--- config.mk ---
export PLATFORM = sky130hd
export DESIGN_NAME = hub_chg_reporter
export DESIGN_NICKNAME = d
export VERILOG_FILES = /design/src/rtl/hub_chg_reporter.sv
export SDC_FILE = /design/constraint.sdc
export NUM_CORES = 1
export LEC_CHECK = 0
export CELL_PAD_IN_SITES_DETAIL_PLACEMENT = 1
export CELL_PAD_IN_SITES_GLOBAL_PLACEMENT = 1
export CORE_AREA = 2 2 39 41
export CTS_BUF_LIST = sky130_fd_sc_hd__clkbuf_2 sky130_fd_sc_hd__clkbuf_4 sky130_fd_sc_hd__clkbuf_8
export DETAILED_ROUTE_END_ITERATION = 10
export DIE_AREA = 0 0 41 43
export DONT_BUFFER_PORTS = 1
export HOLD_SLACK_MARGIN = 0.02
export PLACE_DENSITY = 0.68
export RECOVER_POWER = 25
export SKIP_LAST_GASP = 1
export SYNTH_ARGS = -nofsm -noshare
export SYNTH_HDL_FRONTEND = slang
export SYNTH_SLANG_ARGS = --single-unit
--- constraint.sdc ---
create_clock -name clk -period 1.8 [get_ports clk]
set_clock_uncertainty 0.2 [all_clocks]
set_input_delay 0.27 -clock clk [delete_from_list [all_inputs] [get_ports clk]]
set_output_delay 0.27 -clock clk [all_outputs]
set_load 0.03 [all_outputs]
--- src/rtl/hub_chg_reporter.sv ---
module hub_chg_reporter #(
  parameter int NPORT  = 4,
  parameter int BYTE_W = 8
) (
  input  logic              clk,
  input  logic              rst_n,
  input  logic              hub_chg_i,
  input  logic [NPORT-1:0]  port_chg_i,
  input  logic [NPORT:0]    clr_i,
  input  logic              configured_i,
  input  logic              eof_i,
  input  logic              in_tok_i,
  input  logic              rsp_done_i,
  output logic              rsp_busy_o,
  output logic              rsp_data_o,
  output logic [BYTE_W-1:0] rsp_byte_o
);
  localparam int NSRC = NPORT + 1;

  logic [NSRC-1:0]   chg_q;
  logic [NSRC-1:0]   kept;
  logic [NSRC-1:0]   chg_d;
  logic              grant;
  logic              busy_q;
  logic              data_q;
  logic [BYTE_W-1:0] byte_q;

  assign kept  = chg_q & ~clr_i;
  assign chg_d = eof_i ? (kept | {port_chg_i, hub_chg_i}) : kept;
  assign grant = configured_i & (|chg_q);

  always_ff @(posedge clk) begin
    if (!rst_n) chg_q <= '0;
    else        chg_q <= chg_d;
  end

  always_ff @(posedge clk) begin
    if (!rst_n) begin
      busy_q <= 1'b0;
      data_q <= 1'b0;
      byte_q <= '0;
    end else if (busy_q) begin
      if (rsp_done_i) busy_q <= 1'b0;
    end else if (in_tok_i) begin
      busy_q <= 1'b1;
      data_q <= grant;
      byte_q <= grant ? BYTE_W'(chg_q) : '0;
    end
  end

  assign rsp_busy_o = busy_q;
  assign rsp_data_o = data_q;
  assign rsp_byte_o = byte_q;
endmodule

* After elaboration in Yosys (flattened, before gate mapping) *
Index checks and enable logic that the tools add are counted.

operators by class
  reductions and logical operators = 2
  mux-type cells = 5
  bitwise logic cells = 5

operators with widths
  cell              count
  $mux 5            2
  $and 5x5->5       1
  $not 5->5         1
  $or 5x5->5        1
  $reduce_or 5->1   1
  $mux 1            3
  $reduce_and 2->1  1
  $and 1x1->1       1
  $not 1->1         1

word-level totals
  register bits = 15
  output and inout bits = 10

* Longest topological paths before layout *
Gate-level depths: netlist (run 1).

  word-level depth = 4
  depth in mapped cells = 3

* Worst setup path before layout (run 1) *
OpenSTA, ideal clock, no wires.

  path type = flip-flop to flip-flop
  from = register chg_q[3]
  to = register data_q (netlist: rsp_data_o)
  stages on the path, launching flop included = 4
  arrival time = 1018 ps
  slack = 462 ps
  library setup time = 121 ps
  cells stage by stage = dfxtp_1 -> or4_1 -> o2111ai_1 -> nand2_1

on the way
  cells in the longest elaborated chain, start to end = 2

ends and longest elaborated chain
  what                    line  text
  from (decl)             20    logic [NSRC-1:0] chg_q;
  from (signal assigned)  34    else chg_q <= chg_d;
  $reduce_or 5->1         30    assign grant = configured_i & (|chg_q);
  $and 1x1->1             30
  to (signal assigned)    46    data_q <= grant;
  to (decl)               25    logic data_q;

Every way passes these cells.
A chain may end at the register's enable or synchronous reset.

* Final worst setup path (run 1) *
  from = input eof_i
  to = register chg_q[3]

on the way
  cells in the longest elaborated chain, start to end = 1

ends and longest elaborated chain
  what         line  text
  from (decl)  11    input logic eof_i,
  $mux 5       29    assign chg_d = eof_i ? (kept | {port_chg_i, hub_chg_i}) : kept;

Every way passes these cells.

==> results of run 1 <==
-- worst paths after layout --
check / start / to / slack (ns) / cells past startpoint
worst max register to register: rsp_busy_o$_SDFF_PN0_ / rsp_busy_o$_SDFF_PN0_ / 0.19 / 3
worst min-delay path: in_tok_i / rsp_byte_o[1]$_SDFFE_PN0P_ / 0.14 / 3
worst max-delay path: eof_i / chg_q[3]$_SDFF_PN0_ / 0.14 / 4
worst min register to register: chg_q[4]$_SDFF_PN0_ / rsp_byte_o[4]$_SDFFE_PN0P_ / 0.30 / 2
-- logic make-up after synthesis --
family                 after synthesis  share of synthesized area
and+or+nand+nor                     26                      0.260
AOI/OAI and AO/OA                   12                      0.191
DFF                                 12                      0.489
buffers and inverters                4                     0.0534
other                                1                    0.00763
-- report_power, final --
| part | switching, mW | leakage [nW] | internal (mW) | total, mW |
|---|---|---|---|---|
| clock | 0.0831 | 0.0138 | 0.0774 | 0.161 |
| sequential | 0.0184 | 0.0981 | 0.277 | 0.295 |
| combinational | 0.0300 | 0.150 | 0.0352 | 0.0652 |
| total | 0.132 | 0.262 | 0.389 | 0.521 |
-- layout by cell type, fill, tap and decap left out --
master          count
nand2_1            12
o211a_1             1
dlymetal6s4s_1      1
nor2b_1             1
or4_1               1
clkbuf_4            3
dfxtp_1            12
or2b_1              1
o2111ai_1           1
a21boi_0           10
conb_1              3
nand3_1             6
dlygate4sd3_1      13
nand2b_1            5
-- timing repair --
action | in CTS | in global routing
endpoints found under the hold margin | 12 | 0
hold buffers | 14 | 0
resized for setup | 0 | 1
setup endpoints to repair | 0 | 2
-- routing by layer --
metal | track usage | share of wire
met5 | 0 | 0
met2 | 0.231 | 0.49
met3 | 0.0785 | 0.080
met4 | 0.120 | 0.030
met1 | 0.140 | 0.39
-- worst max-delay path: cells and delay by family --
family,cells,cell delay (ns)
AOI/OAI and AO/OA,1,0.14
buffers and inverters,2,1.18
and+or+nand+nor,1,0.08
-- area by class of cell --
class	instances	area, sq um
clock buffers	3	22.5
fillers	167	726
multi-input cells	41	233
flip-flops and latches	12	240
well taps	16	20.0
repair buffers	14	143
-- state kept, by name, indices dropped and copies added, names as in the netlist --
name and flops:
rsp_byte_o 5, rsp_busy_o 1, rsp_data_o 1, chg_q 5
-- synth_stat cells --
| cell | instances |
|---|---|
| a21boi_0 | 10 |
| buf_4 | 3 |
| clkbuf_1 | 1 |
| conb_1 | 1 |
| dfxtp_1 | 12 |
| nand2_1 | 12 |
| nand2b_1 | 5 |
| nand3_1 | 6 |
| nor2b_1 | 1 |
| o2111ai_1 | 1 |
| o211a_1 | 1 |
| or2b_1 | 1 |
| or4_1 | 1 |
==> results.yml, run 1 <==
run_status:
  status: "completed"
global_route:
  groute.usage.overall: 0.151
  grt_pass1_wl_microns: 1690
  grt_max_degree: 14
  grt_overflow: 0
  grt_pass1_vias: 428
  antenna_found_initial: 0
worst_setup_path:
  cp_data_arrival_time_ns: 1.67
  worstPathCellList: "dlygate4sd3_1 -> nand2_1 -> a21boi_0 -> dlygate4sd3_1"
  crit_type: "input pin to flop"
  critPathRequiredTime_ns: 1.81
  timing.critical_path.mode_cell: "dlygate4sd3_1"
  start_kind: "input pin"
  crit_path_max_fanout: 5
  cp-end-kind: "flop"
  cpPeakStageDelay_ns: 0.62
  cp_slowest_cell: "dlygate4sd3_1"
logic_synthesis:
  postSynthAreaPerCell_sq_um: 8.94
  synth_top_area_cell: "dfxtp_1"
  synth_top_area_frac: 0.489
  ys_types: 13
  syn-cell-area_sq_um: 492
  ys_ff_latch: 12
  ys_warn_count: 0
  yosysSeqAreaShare: 0.489
  syn_inst: 55
  synth.area.top_cells: "dfxtp_1 (49%), a21boi_0 (15%), nand2_1 (9.2%)"
die:
  die_width_microns: 41
  fp.dieH_microns: 43
  dieArea_sq_um: 1760
  ios: 26
  initial_core_util: 0.355
  coreArea_sq_um: 1380
  num_rows: 14
sta:
  hold_ws_ns: 0.138
  hold_viol: 0
  setup_slack_ns: 0.144
  drv_slew: 0
  clock.fmax_mhz: 604
  setup_viol: 0
  finalCritPeriodShare: 0.920
  rsz0062_at_grt: "false"
  finalSetupTns_ns: 0
  min_period_ns: 1.66
clock_tree:
  clk_pin_slew_ns: 0.07
  clk_latency_ns: 0.27
  ctsRootBufferMaster: "clkbuf_4"
  clock_path_buffers: 2
  cts_tree: "built"
  clock_sinks: 12
  cts_setup_buffers: 0
  cts_max_level: 1
  numCtsBuffers: 3
placed_design:
  dp_cells: 69
  dp_hpwl_microns: 718
  post_dp_cell_area_sq_um: 493
  portBuffers: 0
  post-place-ws_ns: 0.394
  place.gp.congestion: 0.651
finish:
  syn_to_final_growth_pct: 33.8
  diodes: 0
  final_cells: 86
  stdcell_area_sq_um: 658
  finish.utilization: 0.476
  drive_gt1_frac: 0.0429
  num-nets-final: 88
route:
  drt_wl_total_microns: 1080
  antenna_left: 0
  vias_per_cell: 5.09
  dr.first_iter.drc_count: 7
  post_drt_wl_per_cell_microns: 12.6
  drtPass1Iterations: 4
  drc: 0
  num_vias: 438
hold_path:
  min_path_type: "input pin to flop"
power_and_ir_drop:
  power_mw: 0.521
  power_density_nw_per_um2: 791
  peakVddDrop_mv: 0.333
  p_leak_nw: 0.262
run:
  cap_violations: 0
Note: power is estimated with default switching activity, not from simulation.
==> inputs of run 2 (changes only) <==
ABC_AREA = 1   (was unset)
PLACE_DENSITY = 0.7   (was 0.68)
==> run 2 against run 1 <==
  * Clock power hardly changed
  * Sequential power is 2% lower
  * Cell count is 9.3% higher
  * Register-to-register slack better by 0.25 ns
  * Critical path depth stayed put
==> results.yml, run 2 <==
worst_setup_path:
  cp-end-kind: "flop"
  crit_buf_inv: 2
  cpPeakStageDelay_ns: 0.59
  cp_data_arrival_time_ns: 1.64
  timing.rr.start: "rsp_busy_o$_SDFF_PN0_"
  cp_slowest_cell: "dlygate4sd3_1"
  start_kind: "input pin"
  critPathRequiredTime_ns: 1.80
  ff2ff_setup_slack_ns: 0.44
  cp_top_family: "buffers and inverters"
  r2r_end: "rsp_byte_o[3]$_SDFFE_PN0P_"
  r2r_cells: 5
  worstPathCellList: "dlygate4sd3_1 -> nand2_1 -> dlygate4sd3_1 -> a21oi_1"
  crit_type: "input pin to flop"
  crit_path_max_fanout: 4
  timing.critical_path.mode_cell: "dlygate4sd3_1"
clock_tree:
  cts_hold_buf: 12
  cts_resized: 0
  cts_setup_buffers: 0
  clk_latency_ns: 0.27
  numCtsBuffers: 3
  cts_max_level: 1
  ctsRootBufferMaster: "clkbuf_4"
  cts_tree: "built"
  clk_pin_slew_ns: 0.07
  clock_sinks: 12
  clock_path_buffers: 2
logic_synthesis:
  synth_flop_cell: "dfxtp_1"
  ys_ff_latch: 12
  synth.most_common_cell: "nand2_1"
  ys_types: 14
  synth-edff-count: 0
  synth_top_area_cell: "dfxtp_1"
  syn-cell-area_sq_um: 497
  ys_warn_count: 0
  synth.area.top_cells: "dfxtp_1 (48%), nand2_1 (14%), a21oi_1 (11%)"
  postSynthAreaPerCell_sq_um: 7.76
  async_flop_share: 0
  synth_top_area_frac: 0.484
  syn_inst: 64
  yosysSeqAreaShare: 0.484
  synth_common_cells: "nand2_1 (18), dfxtp_1 (12), a21oi_1 (11)"
power_and_ir_drop:
  p_leak_nw: 0.265
  switchingPower_mw: 0.135
  pwr-share-clk: 0.310
  p_seq_frac: 0.556
  comb_power_share: 0.133
  peakVddDrop_mv: 0.334
  switching_share: 0.259
  power_density_nw_per_um2: 834
  intPower_mw: 0.385
die:
  fp.dieH_microns: 43
  initial_core_util: 0.359
  dieArea_sq_um: 1760
  ios: 26
  coreArea_sq_um: 1380
  die_width_microns: 41
  num_rows: 14
hold_path:
  min_path_type: "input pin to flop"
  min_to: "chg_q[0]$_SDFF_PN0_"
  whs_path_depth: 2
  min_from: "clr_i[0]"
placed_design:
  dp_hpwl_microns: 726
  portBuffers: 0
  post_dp_cell_area_sq_um: 504
  place.gp.congestion: 0.660
route:
  post_drt_wl_per_cell_microns: 11.3
  antenna_left: 0
  drtPass1Iterations: 2
  dr.first_iter.drc_count: 4
  drt_wl_total_microns: 1070
  drc: 0
  num_vias: 444
  vias_per_cell: 4.72
run_status:
  status: "completed"
sta:
  min_period_ns: 1.64
  rsz0062_at_grt: "false"
  finalSetupTns_ns: 0
  finalCritPeriodShare: 0.908
  drv_slew: 0
  hold_viol: 0
  clock.fmax_mhz: 612
  setup_viol: 0
finish:
  final_common_cell: "nand2_1"
  diodes: 0
  final_cell_mix: "nand2_1 (19), dfxtp_1 (12), dlygate4sd3_1 (12), a21oi_1 (11), inv_1 (8)"
  num-nets-final: 96
  syn_to_final_growth_pct: 25.4
  stdcell_area_sq_um: 623
  drive_gt1_frac: 0.0641
global_route:
  grt_pass1_vias: 439
  antenna_found_initial: 0
  grt_max_degree: 13
  grt_pass1_wl_microns: 1770
  grt_overflow: 0
  groute.usage.overall: 0.151
run:
  cap_violations: 0
==> run 2: power by group through the flow <==
stage	registers (mW)	logic (mW)	clock network, mW
5_1_grt	0.291	0.0781	0.182
6_report	0.289	0.0694	0.161
2_1_floorplan	0.297	0.0488	0
3_3_place_gp	0.296	0.0538	0
3_5_place_dp	0.296	0.0549	0
4_1_cts	0.290	0.0760	0.166
==> run 2: worst max path at each step <==
stage	startpoint	end	slack [ns]	depth (start not counted)
after CTS	eof_i	chg_q[1]$_SDFF_PN0_	0.19	4
final	eof_i	chg_q[2]$_SDFF_PN0_	0.16	4
after floorplan	rsp_busy_o$_SDFF_PN0_	rsp_busy_o$_SDFF_PN0_	0.58	3
after global routing	eof_i	chg_q[1]$_SDFF_PN0_	0.11	4
after detailed placement	rsp_busy_o$_SDFF_PN0_	rsp_byte_o[2]$_SDFFE_PN0P_	0.72	5
after global placement	rsp_busy_o$_SDFF_PN0_	rsp_byte_o[2]$_SDFFE_PN0P_	0.75	5
==> run 2: area by class of cell <==
class | count | area, sq um
repair buffers | 13 | 128
clock buffers | 3 | 22.5
fillers | 181 | 761
multi-input cells | 42 | 183
flip-flops and latches | 12 | 240
inverters | 8 | 30.0
well taps | 16 | 20.0
==> run 2: through the flow <==
stage | worst slack, ns | std cells | hold slack, ns | power (mW) | util
floorplan | 0.580 | 66 | 0.208 | 0.346 | -
global placement | 0.753 | 79 | 0.216 | 0.349 | 0.364
detailed placement | 0.724 | 79 | 0.217 | 0.351 | 0.364
CTS | 0.194 | 94 | 0.0239 | 0.532 | 0.467
global route | 0.107 | 94 | 0.0513 | 0.551 | 0.450
finish | 0.165 | 94 | 0.0302 | 0.520 | 0.450
==> run 2: kinds of logic after synthesis <==
logic type / count (synthesis) / synth area share
buffers and inverters: 12 / 0.116
AOI/OAI and AO/OA: 12 / 0.128
DFF: 12 / 0.484
other: 1 / 0.00755
and+or+nand+nor: 27 / 0.264
==> run 2: routing by layer <==
| metal | vias to the layer above | global-route usage | wire length, microns |
|---|---|---|---|
| met1 | 197 | 0.186 | 431 |
| met5 | - | 0 | 0 |
| met3 | 4 | 0.0419 | 86 |
| met2 | 19 | 0.219 | 527 |
| li1 | 224 | - | - |
| met4 | 0 | 0.100 | 20 |
